===== src/rtl/vm_pkg.sv =====
package vm_pkg;

  localparam int ENTRY_W = 3;

  typedef logic [ENTRY_W-1:0] map_entry_t;

  typedef enum logic {
    ST_IDLE = 1'b0,
    ST_RUN  = 1'b1
  } walk_state_e;

  localparam map_entry_t ENTRY_SKIP = 3'b100;

  function automatic logic entry_skip(input map_entry_t e);
    return e[2];
  endfunction

  function automatic logic [1:0] entry_port(input map_entry_t e);
    return e[1:0];
  endfunction

endpackage


===== src/rtl/vm_map_store.sv =====
module vm_map_store
  import vm_pkg::*;
#(
  parameter int ELEMS = 8,
  parameter int IDX_W = 3
) (
  input  logic             clk,
  input  logic             rst_n,
  input  logic             wr_en,
  input  logic [IDX_W-1:0] wr_idx,
  input  map_entry_t       wr_entry,
  input  logic             busy,
  input  logic             accept,
  input  logic [IDX_W-1:0] rd_idx,
  output map_entry_t       rd_entry,
  output logic             wr_take
);

  logic [ELEMS-1:0][ENTRY_W-1:0] map_q;
  logic idx_ok;

  generate
    if ((1 << IDX_W) == ELEMS) begin : g_pow2
      assign idx_ok = 1'b1;
    end else begin : g_npow2
      assign idx_ok = (int'(wr_idx) < ELEMS);
    end
  endgenerate

  // writes land only while no vector is being taken or walked
  assign wr_take  = wr_en && !busy && !accept && idx_ok;
  assign rd_entry = map_q[rd_idx];

  always_ff @(posedge clk or negedge rst_n) begin
    if (!rst_n) begin
      for (int i = 0; i < ELEMS; i++) map_q[i] <= ENTRY_SKIP;
    end else if (wr_take) begin
      map_q[wr_idx] <= wr_entry;
    end
  end

  // map frozen from acceptance to the end of distribution
  p_map_frozen_r8: assert property (@(posedge clk) disable iff (!rst_n)
    (busy || accept) |=> $stable(map_q));

endmodule


===== src/rtl/vm_walker.sv =====
module vm_walker
  import vm_pkg::*;
#(
  parameter int ELEMS  = 8,
  parameter int DATA_W = 16,
  parameter int IDX_W  = 3
) (
  input  logic                    clk,
  input  logic                    rst_n,
  input  logic                    vec_valid,
  input  logic [ELEMS*DATA_W-1:0] vec_data,
  input  logic                    advance,
  output logic                    vec_ready,
  output logic                    accept,
  output logic                    busy,
  output logic [IDX_W-1:0]        idx,
  output logic [DATA_W-1:0]       elem,
  output logic                    done
);

  localparam logic [IDX_W-1:0] LAST = IDX_W'(ELEMS - 1);

  walk_state_e             state_q;
  logic [IDX_W-1:0]        idx_q;
  logic [ELEMS*DATA_W-1:0] data_q;
  logic                    at_last;

  function automatic logic [DATA_W-1:0] pick_elem(
    input logic [ELEMS*DATA_W-1:0] v, input logic [IDX_W-1:0] i);
    return v[int'(i)*DATA_W +: DATA_W];
  endfunction

  assign busy      = (state_q == ST_RUN);
  assign vec_ready = !busy;
  assign accept    = vec_valid && vec_ready;
  assign idx       = idx_q;
  assign elem      = pick_elem(data_q, idx_q);
  assign at_last   = (idx_q == LAST);
  assign done      = busy && advance && at_last;

  always_ff @(posedge clk or negedge rst_n) begin
    if (!rst_n) begin
      state_q <= ST_IDLE;
      idx_q   <= '0;
      data_q  <= '0;
    end else if (accept) begin
      state_q <= ST_RUN;
      idx_q   <= '0;
      data_q  <= vec_data;
    end else if (busy && advance) begin
      if (at_last) begin
        state_q <= ST_IDLE;
        idx_q   <= '0;
      end else begin
        idx_q <= idx_q + 1'b1;
      end
    end
  end

  // acceptance starts a walk at element 0
  p_accept_starts_r7: assert property (@(posedge clk) disable iff (!rst_n)
    accept |=> (busy && idx == '0));

  // a stalled element keeps its position
  p_hold_on_stall_r5: assert property (@(posedge clk) disable iff (!rst_n)
    (busy && !advance) |=> (busy && $stable(idx)));

  // done is followed by readiness
  p_done_then_ready_r6: assert property (@(posedge clk) disable iff (!rst_n)
    done |=> vec_ready);

endmodule


===== src/rtl/vm_steer.sv =====
module vm_steer
  import vm_pkg::*;
#(
  parameter int NPORTS = 4,
  parameter int DATA_W = 16
) (
  input  logic              clk,
  input  logic              rst_n,
  input  logic              busy,
  input  map_entry_t        entry,
  input  logic [DATA_W-1:0] elem,
  input  logic [NPORTS-1:0] port_full,
  output logic [NPORTS-1:0] port_push,
  output logic [DATA_W-1:0] port_data,
  output logic              advance
);

  logic [1:0] tgt;
  logic       hit;
  logic       full_sel;
  logic       drop;
  logic       fire;

  assign tgt = entry_port(entry);

  always_comb begin
    hit      = 1'b0;
    full_sel = 1'b0;
    for (int i = 0; i < NPORTS; i++) begin
      if (tgt == 2'(i)) begin
        hit      = 1'b1;
        full_sel = port_full[i];
      end
    end
  end

  // an entry naming a port that does not exist is treated as skip
  assign drop    = entry_skip(entry) || !hit;
  assign fire    = busy && !drop && !full_sel;
  assign advance = busy && (drop || !full_sel);

  always_comb begin
    for (int i = 0; i < NPORTS; i++) port_push[i] = fire && (tgt == 2'(i));
  end

  assign port_data = elem;

  // one destination per cycle
  p_push_onehot_r3: assert property (@(posedge clk) disable iff (!rst_n)
    $onehot0(port_push));

  // a skip entry pushes nothing and moves on
  p_skip_silent_r4: assert property (@(posedge clk) disable iff (!rst_n)
    (busy && entry_skip(entry)) |-> (port_push == '0 && advance));

  generate
    for (genvar p = 0; p < NPORTS; p++) begin : g_port_chk
      // never push into a full FIFO
      p_no_push_full_r5: assert property (@(posedge clk) disable iff (!rst_n)
        port_push[p] |-> !port_full[p]);
    end
  endgenerate

endmodule


===== src/rtl/vecmap_distributor.sv =====
module vecmap_distributor
  import vm_pkg::*;
#(
  parameter int ELEMS  = 8,
  parameter int DATA_W = 16,
  parameter int NPORTS = 4,
  localparam int IDX_W = (ELEMS > 1) ? $clog2(ELEMS) : 1
) (
  input  logic                    clk,
  input  logic                    rst_n,
  input  logic                    cfg_we,
  input  logic [IDX_W-1:0]        cfg_idx,
  input  logic [2:0]              cfg_entry,
  input  logic                    vec_valid,
  input  logic [ELEMS*DATA_W-1:0] vec_data,
  output logic                    vec_ready,
  input  logic [NPORTS-1:0]       port_full,
  output logic [NPORTS-1:0]       port_push,
  output logic [DATA_W-1:0]       port_data,
  output logic                    vec_done
);

  logic              accept;
  logic              busy;
  logic              advance;
  logic              wr_take;
  logic [IDX_W-1:0]  walk_idx;
  logic [DATA_W-1:0] walk_elem;
  map_entry_t        cur_entry;

  vm_map_store #(.ELEMS(ELEMS), .IDX_W(IDX_W)) map_i (
    .clk      (clk),
    .rst_n    (rst_n),
    .wr_en    (cfg_we),
    .wr_idx   (cfg_idx),
    .wr_entry (cfg_entry),
    .busy     (busy),
    .accept   (accept),
    .rd_idx   (walk_idx),
    .rd_entry (cur_entry),
    .wr_take  (wr_take)
  );

  vm_walker #(.ELEMS(ELEMS), .DATA_W(DATA_W), .IDX_W(IDX_W)) walk_i (
    .clk       (clk),
    .rst_n     (rst_n),
    .vec_valid (vec_valid),
    .vec_data  (vec_data),
    .advance   (advance),
    .vec_ready (vec_ready),
    .accept    (accept),
    .busy      (busy),
    .idx       (walk_idx),
    .elem      (walk_elem),
    .done      (vec_done)
  );

  vm_steer #(.NPORTS(NPORTS), .DATA_W(DATA_W)) steer_i (
    .clk       (clk),
    .rst_n     (rst_n),
    .busy      (busy),
    .entry     (cur_entry),
    .elem      (walk_elem),
    .port_full (port_full),
    .port_push (port_push),
    .port_data (port_data),
    .advance   (advance)
  );

  // no map write lands while a vector is in flight
  p_no_write_busy_r8: assert property (@(posedge clk) disable iff (!rst_n)
    busy |-> !wr_take);

  // done is a single-cycle pulse
  p_done_pulse_r6: assert property (@(posedge clk) disable iff (!rst_n)
    vec_done |=> !vec_done);

endmodule


===== config.mk =====
export PLATFORM = sky130hd
export DESIGN_NAME = vecmap_distributor
export DESIGN_NICKNAME = d
export VERILOG_FILES = /design/src/rtl/vm_pkg.sv /design/src/rtl/vm_map_store.sv /design/src/rtl/vm_walker.sv /design/src/rtl/vm_steer.sv /design/src/rtl/vecmap_distributor.sv
export SDC_FILE = /design/constraint.sdc
export NUM_CORES = 1
export LEC_CHECK = 0
export ABC_AREA = 1
export BUFFER_PORTS_ARGS = -buffer_cell sky130_fd_sc_hd__buf_4
export CORE_UTILIZATION = 40
export CTS_CLUSTER_DIAMETER = 100
export CTS_CLUSTER_SIZE = 28
export DETAILED_ROUTE_END_ITERATION = 12
export HOLD_SLACK_MARGIN = 0.02
export PLACE_DENSITY = 0.61
export SLEW_MARGIN = 20
export SYNTH_ARGS = -nofsm -noshare
export SYNTH_HDL_FRONTEND = slang
export SYNTH_HIERARCHICAL = 1
export SYNTH_SLANG_ARGS = --single-unit

===== constraint.sdc =====
create_clock -name clk -period 2.7 [get_ports clk]
set_input_delay 0.54 -clock clk [delete_from_list [all_inputs] [get_ports clk]]
set_output_delay 0.54 -clock clk [all_outputs]
set_load 0.005 [all_outputs]

== Yosys cells after proc, flatten, opt, wreduce, memory -nomap -nowiden ==
Index checks and enable logic that the tools add are counted.

* $add $sub $neg: 1
* Reduce and logical (&&, ||, !) cells: 24
* $lt $le $gt $ge: 3
* Eq/ne operators: 4
* Shift-type cells: 1
* Multiplexer cells: 19

{| class="wikitable"
|+ Operators with widths
! kind !! number
|-
| variable part select 128 x 8 -> 16 bit || 1
|-
| bitwise mux 24 bit || 1
|-
| two-way mux 3 bit || 5
|-
| logical AND 1 bit || 13
|-
| two-way mux 1 bit || 11
|-
| binary-select mux 3 bit (select 3 bit) || 1
|-
| demux 3 bit (select 3 bit) || 1
|-
| < comparator 3 x 4 -> 1 bit (second input constant) || 2
|-
| zero test 1 bit || 5
|-
| == test 2 bit (second input constant) || 2
|-
| nonzero test 2 bit || 2
|-
| adder 3 x 1 -> 3 bit (second input constant) || 1
|-
| == test 3 bit (second input constant) || 1
|-
| greater-or-equal comparator 3 x 1 -> 1 bit (second input constant) || 1
|-
| == test 2 x 1 -> 1 bit (second input constant) || 1
|-
| zero test 2 bit || 1
|-
| logical OR 1 bit || 2
|-
| AND reduction 2 bit || 1
|}

* Logic and storage cells: 63
* Register bits after elaboration: 156
* Output and inout port bits: 22
* Input bits: 142

== Depth between registers and ports, before layout ==
Gate-level depths: netlist of run 1.

* Depth after elaboration: 14
* Gate-level depth with buffers: 17

== Cells and area by module ==
Netlist of run 1, hierarchy kept.

{| class="wikitable"
|+ Modules (own cells, without submodules)
! module !! seq. area each (um^2) !! area each (um^2) !! cells an instance !! times used
|-
| vm_walker || 3303.2 || 7011.7 || 861 || 1
|-
| vm_map_store || 610.6 || 1256.2 || 180 || 1
|-
| vm_steer || 0.0 || 221.5 || 39 || 1
|}

== Worst setup path before layout of run 1 ==
Ideal clock, no wire load.

* Path type: reg2out
* Start: reg walk_i.idx_q[0], in the netlist walk_i/idx[0]
* End: out vec_done
* Data required time: 2.160 ns
* Data arrival time: 1.650 ns
* Path slack: 0.510 ns
* Cell stages (with the launch flop): 15
* Cell sequence: dfrtp_1 -> inv_1 -> buf_2 -> nand2_1 -> nand3_1 -> nand2_1 -> nand2_1 -> nand2_1 -> nand2_2 -> or2_1 -> nand3_1 -> nand2_1 -> inv_1 -> nand2_1 -> nor2_1

* Longest elaborated chain between the ends: 13
* Elaborated cells between the ends (all ways): 22
* Those cells by class: eq/ne: 4; mux: 10; reduce/logical: 8

{| class="wikitable"
|+ Ends and longest elaborated chain
! item !! line !! RTL
|-
| start: declaration || vm_walker.sv:24 || <nowiki>logic [IDX_W-1:0] idx_q;</nowiki>
|-
| start signal: assignment || vm_walker.sv:55 || <nowiki>idx_q <= idx_q + 1'b1;</nowiki>
|-
| binary-select mux 3 bit (select 3 bit) * || vm_map_store.sv:32 || <nowiki>assign rd_entry = map_q[rd_idx];</nowiki>
|-
| two-way mux 3 bit (implied by the code) * || vm_map_store.sv:32 ||
|-
| named net cur_entry[1] || vecmap_distributor.sv:29 || <nowiki>map_entry_t cur_entry;</nowiki>
|-
| zero test 2 bit || vm_steer.sv:30 || <nowiki>if (tgt == 2'(i)) begin</nowiki>
|-
| two-way mux 1 bit (4 in series) || vm_steer.sv:30 ||
|-
| zero test 1 bit || vm_steer.sv:38 || <nowiki>assign drop = entry_skip(entry) || !hit;</nowiki>
|-
| logical OR 1 bit || vm_steer.sv:38 ||
|-
| logical OR 1 bit * || vm_steer.sv:40 || <nowiki>assign advance = busy && (drop || !full_sel);</nowiki>
|-
| logical AND 1 bit * || vm_steer.sv:40 ||
|-
| named net advance || vecmap_distributor.sv:25 || <nowiki>logic advance;</nowiki>
|-
| logical AND 1 bit * (2 in series) || vm_walker.sv:39 || <nowiki>assign done = busy && advance && at_last;</nowiki>
|-
| end: declaration || vecmap_distributor.sv:20 || <nowiki>output logic vec_done</nowiki>
|}

Mark *: on every way through the listed nets, which the timed path passes. The rest lies on a longest branch. The select of a mux whose other input is x is not followed.

== Worst setup path in the final report of run 1 ==
Ends and elaborated chain as after synthesis.

==> metrics list, run 1 <==
- Simple-gate area share of the yosys netlist: 0.2447
- Number of vias after detailed routing: 7061
- Dividing the detail-routed via count by the number of cells gives 4.704.
- Total Wirelength: 22560 um
* R2R cell count: 15
- Number of hold-slack violations in the final timing report: 0
* Mux contribution to synthesized area: 0
- The worst setup path is launched from a flip-flop.
- Data arrives at the worst endpoint at 2.25 ns.
* P&R area growth vs syn: 22.21%
* Largest net degree at the start of global routing: around 110
- STA puts the critical path data required time at between 2 and 2.5 ns.
- The min-delay analysis places its worst path in the category in -> async.
- Of all cell types, the one taking the most synthesized area is dfrtp_1.
- After routing, the total negative slack on setup checks comes to -0.1389 ns.
* Total placed instance area: 9600 um^2
- Finished Cell Area: 10380 um^2
* Number of nets produced by synthesis: ~1200
- The first global-routing pass estimated around 36000 um of wire.
- Most frequent cells in the layout: 415 x nand2_1, 178 x buf_4, 169 x inv_1, 146 x dfrtp_1, 109 x o21ai_2
- The worst register-to-register path begins at walk_i/idx[0]$_DFFE_PN0P_.
- Unrepaired setup endpoints after global routing: true
- Clock tree synthesis selected as its root buffer the cell clkbuf_16.
* Max frequency: about 0.36 GHz
* Horizontal die dimension: ~150 um
* Number of input and output port buffers inserted: 163
- Across the run, the number of max-cap violations was 0.
- The first detailed-routing pass ran for 5 iterations.
- Critical path start-end classification: reg -> out
* Overall Power: 0.01270 W
* Share of cells above drive strength 1: 0.2908
* Worst-skew pair later-pin latency: 0.42 ns
* Total power divided by cell area: between 1000 and 1500 nW/um^2
- The final reports fail on setup timing.
* Number of clock buffers inserted by TritonCTS: 17
- Die H: 147.7 um
- Transition time of the tightest slew-check pin: 0.6946 ns
- After detailed routing, the number of remaining DRC violations is 0.
- Area share of the largest cell type after synthesis: 0.4363
- The floorplan has 52 rows.
- The run finished, with violations left.
- STA classifies the critical path endpoint as a primary output.
* Grt ovf: 0
* Area of the mapped netlist: around 8500 um^2
- Unique cell type count in the Yosys netlist: 24
- Count of inserted antenna diode cells: 0
- In the final routed layout, each cell accounts on average for 15.03 um.
* Mean post-synth cell area: 7.861 um^2
- Largest buffer count on any clock path: 2
- Final weighted congestion of routability-driven global placement: between 0.9 and 1
* # IOs: 164
- The first routing iteration left 481 violations.
- Compound-Gate Fraction of Synth Area: 0.1409
* CTS tree: built
- The most critical setup path has its endpoint at vec_done.
* Vias in the first global route: 6812
* Worst max-slew margin expressed relative to the limit: 0.5369
* Final Critical Period: 2.787 ns
* Clock transition at path regs: 0.06 ns
- The final count of pins violating max slew came to 0.
- Die outline area: 21810 um^2
- Endpoint of the lowest-slack register-to-register path: walk_i/idx[1]$_DFFE_PN0P_
- Deepest level of the CTS H-tree: 4
- Clock tree synthesis found a total of 156 sinks.
* Mapped Cells: 1080
- Sequential share of the synthesized area: 0.4610
- Aggregate global-route resource usage: 0.2123
- Static power due to leakage: ~5.3 nW
- Of the total synthesized cell area, the portion taken by full adders, half adders and majority gates is 0.002948.
* ANT nets after route: 0
- In the finished design, the share of the clock period the worst path needs comes to 1.032.
- Origin of the worst setup path: walk_i/idx[0]$_DFFE_PN0P_
- IR analysis of the VDD net gives a maximum drop of 0.5304 mV.
- Yosys printed 6 warnings.
- Worst hold slack: 0.09312 ns
- Of all nets on the critical path, the largest fanout is 7.
- By area the synthesized netlist is led by dfrtp_1 44%, nand2_1 19%, o21ai_2 11%.
* Utilization after layout: 0.5062
* Count of state elements after synthesis: around 160
* Worst-case register-to-register setup slack: 0.55 ns
- Post-Route Skew: 0.008196 ns
- Count of endpoints failing setup in the final report: 5
- Leading cell type in the layout, fill and taps excluded: nand2_1
- Combinational family with the most area after synthesis: simple AND/OR/NAND/NOR gates
* Final net count: between 1000 and 1500
- The floorplan step defined a core boundary enclosing 20490 um^2.
- For this configuration, the core starts out at a cell density of 0.4142.
* Post-synthesis xor/xnor area fraction: 0
* Detailed placer's ending HPWL: ~16000 um
- Antenna violations before repair: 0
- After layout, the worst setup slack is -0.08680 ns.
==> cells by family (layout without fill, tap and decap cells) <==
family,count (synthesis),count (layout)
AO/OA/AOI/OAI,157,157
buffers and inverters,245,396
AND/OR/NAND/NOR,520,520
adder cells (fa/ha/maj),2,2
flip-flops,156,156
==> critical path: stages, from the launching register on <==
cell and delay, ns:
dfrtp_2 0.48, clkinvlp_4 0.19, nand2_1 0.10, nand3_1 0.07, nand2_1 0.08, nand2_1 0.06
nand2_2 0.09, nand2_2 0.05, or2_1 0.24, nand3_1 0.09, nand2_1 0.05, inv_1 0.07
nand2_2 0.06, nor2_2 0.09, buf_4 0.11
==> power breakdown <==
group          internal [W]  switching, W
clock network       0.00131      0.000954
logic               0.00264       0.00393
registers           0.00349      0.000372
==> metal layers <==
metal | track usage | wire length [um] | vias up
li1 | - | - | 3573
met1 | 0.2994 | 10650 | 3278
met2 | 0.3344 | 10580 | 195
met3 | 0.04105 | 1092 | 15
met4 | 0.05361 | 231 | 0
met5 | 0 | 0 | -
==> final cells by class <==
| class | instances | area (um^2) |
|---|---|---|
| repair buffers | 190 | 1560 |
| well taps | 270 | 337.8 |
| repair inverters | 1 | 7.507 |
| clock inverters | 9 | 91.34 |
| inverters | 175 | 673.1 |
| fillers | 2078 | 10120 |
| flip-flops and latches | 156 | 3916 |
| multi-input cells | 679 | 3328 |
| clock buffers | 21 | 460.4 |
==> how the worst min path moves through the flow <==
stage	startpoint	end	cells after the start
2_1_floorplan	rst_n	map_i/map_q[0]$_DFFE_PN0P_	0
3_3_place_gp	map_i/map_q[18]$_DFFE_PN0P_	map_i/map_q[18]$_DFFE_PN0P_	2
3_5_place_dp	map_i/map_q[7]$_DFFE_PN0P_	map_i/map_q[7]$_DFFE_PN0P_	2
4_1_cts	rst_n	map_i/map_q[15]$_DFFE_PN0P_	1
5_1_grt	rst_n	map_i/map_q[15]$_DFFE_PN0P_	1
6_report	rst_n	map_i/map_q[15]$_DFFE_PN0P_	1
==> sequential cells by signal, indices dropped and copies added (netlist names) <==
name	cells
walk_i/busy	1
walk_i/data_q	128
walk_i/idx	3
map_i/map_q	24
==> repair_timing <==
action                     4_1_cts  5_1_grt
setup buffers                    7        1
cloned                           1        3
setup endpoints to repair        5       21
hold buffers                     0        0
resized for setup               11       14
pin swaps                        6        4
==> synth_stat cells <==
cell,count
o21ai_2,109
nor2_1,15
o22ai_1,1
inv_1,170
clkbuf_1,3
nor3_4,1
clkinv_1,1
buf_4,19
clkbuf_2,1
buf_1,1
nand3_1,80
buf_2,10
dfrtp_1,148
nand2_2,3
inv_2,3
dfstp_2,8
inv_4,1
buf_6,36
ha_1,2
o21ai_1,2
or2_2,1
nand2_1,419
o21ai_0,45
or2_1,1
==> stage by stage <==
stage,std cells,worst slack [ns]
2_1_floorplan,1080,0.5101
3_3_place_gp,1459,0.3016
3_5_place_dp,1459,0.2036
4_1_cts,1497,-0.09762
5_1_grt,1501,-0.2803
6_report,1501,-0.08680
Power figures use the tool's default switching activity.
==> run 2, diff against run 1 <==
Settings changed: CORE_ASPECT_RATIO from default to 1.5.
==> run 2 against run 1 <==
Compared with the run above: the flow still finishes with violations (setup timing); worst setup slack better by 0.0063 ns; cell area about the same; die area about the same; clock skew about the same; largest power group unchanged.
==> metrics list, run 2 (synthesized netlist as in run 1, its figures left out) <==
- Result of the run: finished, violations left
* Failing checks: setup timing
- In the global route stage, overall resource usage came out at 0.2196.
* Cell Count, Final, Fillers Out: 1495
* Period utilization: 1.030
* Unrepaired setup endpoints after global routing: true
* Static power due to leakage: between 5 and 6 nW
- # IOs: 164
- ANT nets after route: 0
- Maximum vdd drop: about 0.56 mV
- Average routed wire per standard cell: 15.23 um
* Signal arrival time at the worst endpoint: 2.24 ns
- The final hold violation count is 0.
- Measured along the y axis, the die boundary spans 180.4 um.
- Initial Utilization: 0.4125
- The total overflow left after global routing is 0.
- The register with the most flip-flops in the layout has 128 of them.
- Final weighted congestion of routability-driven global placement: 0.8651
* Highest net fanout along the worst path: 14
* Worst-skew pair later-pin latency: 0.42 ns
- R2R cell count: 14
- Static timing analysis puts the maximum clock frequency at 0.3596 GHz.
* Horizontal die dimension: 121.0 um
- Subtracting the final worst setup slack from the clock period gives 2.781 ns.
- Setup ws final: -0.08054 ns
- Core region area: between 20000 and 25000 um^2
- The number of global-route vias before repair came to between 7000 and 8000.
* Finished Cell Area: 10380 um^2
- Transition time of the tightest slew-check pin: 0.6292 ns
* Most frequent cells in the layout: 416 x nand2_1, 177 x buf_4, 167 x inv_1, 147 x dfrtp_1, 109 x o21ai_2
* Clock Tree Root: clkbuf_16
* Largest net degree at the start of global routing: 97
- The first detailed-routing pass took 5 iterations.
* Largest buffer count on any clock path: 2
* Count of inserted antenna diode cells: 0
- Count of endpoints failing setup in the final report: 2
- The worst setup path is captured at a primary output.
- For the worst setup path, the data required time is 2.16 ns.
- Once detailed placement completed, the half-perimeter wirelength came to 16600 um.
* Pins Over Slew Limit: 0
- Antenna violations before repair: 0
- Post-Route Skew: 0.008198 ns
* Total placed instance area: 9628 um^2
* CTS tree: built
- Overall Power: 0.01273 W
* Endpoint of the lowest-slack register-to-register path: walk_i/idx[1]$_DFFE_PN0P_
- Class of the most critical hold timing path: in -> async
- Share of cells above drive strength 1: 0.2892
- Wire length of the first global-routing pass: approximately 36000 um
* CTS sink count: approximately 160
* Number of vias after detailed routing: 6999
- Violation count after the first detailed-routing iteration: about 530
* P&R area growth vs syn: 22.31%
* Rows: 64
- Clock transition at path regs: about 0.060 ns
- Measured against its own limit, the worst slew margin works out to 0.5805.
- Routed via count divided by cell count: 4.682
- Count of placed standard cells including taps: 1456
- Worst hold slack: 0.09158 ns
* Leading cell type in the layout, fill and taps excluded: nand2_1
* Start of the worst register-to-register path: walk_i/idx[0]$_DFFE_PN0P_
- walk_i/data_q holds more flip-flops than any other register.
- Die outline area: 21820 um^2
- Critical path start-end classification: reg -> out
- Buffers placed on the I/O ports in this run total 163.
- Total Wirelength: around 23000 um
- Prior to clock tree synthesis, the placed netlist has a worst setup slack of 0.1909 ns.
* Worst-case register-to-register setup slack: 0.71 ns
- In this run the number of H-tree levels came out at 4.
- In the routed design, unresolved DRC markers number 0.
- Number of clock buffers inserted by TritonCTS: 17
- Max_cap viols: 0
- Category of the worst setup path launch point: flip-flop
- For this design the ratio of total power to cell area is around 1200 nW/um^2.
- The net count of the finished layout is 1363.
-- run 2: timing repair --
action | 4_1_cts | 5_1_grt
hold buffers | 0 | 0
pin swaps | 2 | 4
gates cloned | 1 | 3
gates resized for setup | 12 | 16
endpoints found under the setup margin | 8 | 21
setup buffers | 4 | 0
-- run 2: critical path, cell delays in order (launching register included) --
cell	delay [ns]
dfrtp_2	0.46
buf_8	0.17
nand2_1	0.09
nand3_1	0.08
nand2_1	0.08
nand2_1	0.06
nand2_2	0.11
nand2_2	0.06
or2_1	0.22
nand3_1	0.09
nand2_1	0.06
inv_2	0.07
nand2_4	0.06
nor2_2	0.09
buf_4	0.11
-- run 2: how the worst max path moves through the flow --
stage                                          from       end  cells past startpoint
after floorplan           walk_i/idx[0]$_DFFE_PN0P_  vec_done                     14
after CTS                 walk_i/idx[0]$_DFFE_PN0P_  vec_done                     14
after detailed placement  walk_i/idx[0]$_DFFE_PN0P_  vec_done                     15
after global routing      walk_i/idx[0]$_DFFE_PN0P_  vec_done                     14
after global placement    walk_i/idx[0]$_DFFE_PN0P_  vec_done                     14
final                     walk_i/idx[0]$_DFFE_PN0P_  vec_done                     14
-- run 2: metrics by stage --
step / TNS [ns] / util
2_1_floorplan: 0 / -
3_3_place_gp: 0 / 0.4678
3_5_place_dp: 0 / 0.4678
4_1_cts: -0.04418 / 0.4995
5_1_grt: -0.9011 / 0.5046
6_report: -0.09047 / 0.5046
-- run 2: area by class of cell --
cell class                 count  area, um^2
fill                        2050       10200
multi-input combinational    679        3323
inverter                     175       679.4
timing repair inverter         1       7.507
timing repair buffer         189        1568
tap                          264       330.3
clock inverter                 8       92.59
clock buffer                  23       467.9
sequential                   156        3915
-- run 2: report_power, final --
part	total [W]	internal (W)	leakage, nW	switching (W)
sequential	0.00385	0.00349	1.87	0.000358
combinational	0.00658	0.00264	3.19	0.00394
clock	0.00230	0.00140	0.277	0.000906
total	0.0127	0.00753	5.33	0.00520
-- run 2: per-layer routing --
metal / global-route usage / part of all wire
met4: 0.08296 / 0.028
met3: 0.03892 / 0.034
met2: 0.3826 / 0.53
met5: 0 / 0
met1: 0.2664 / 0.41
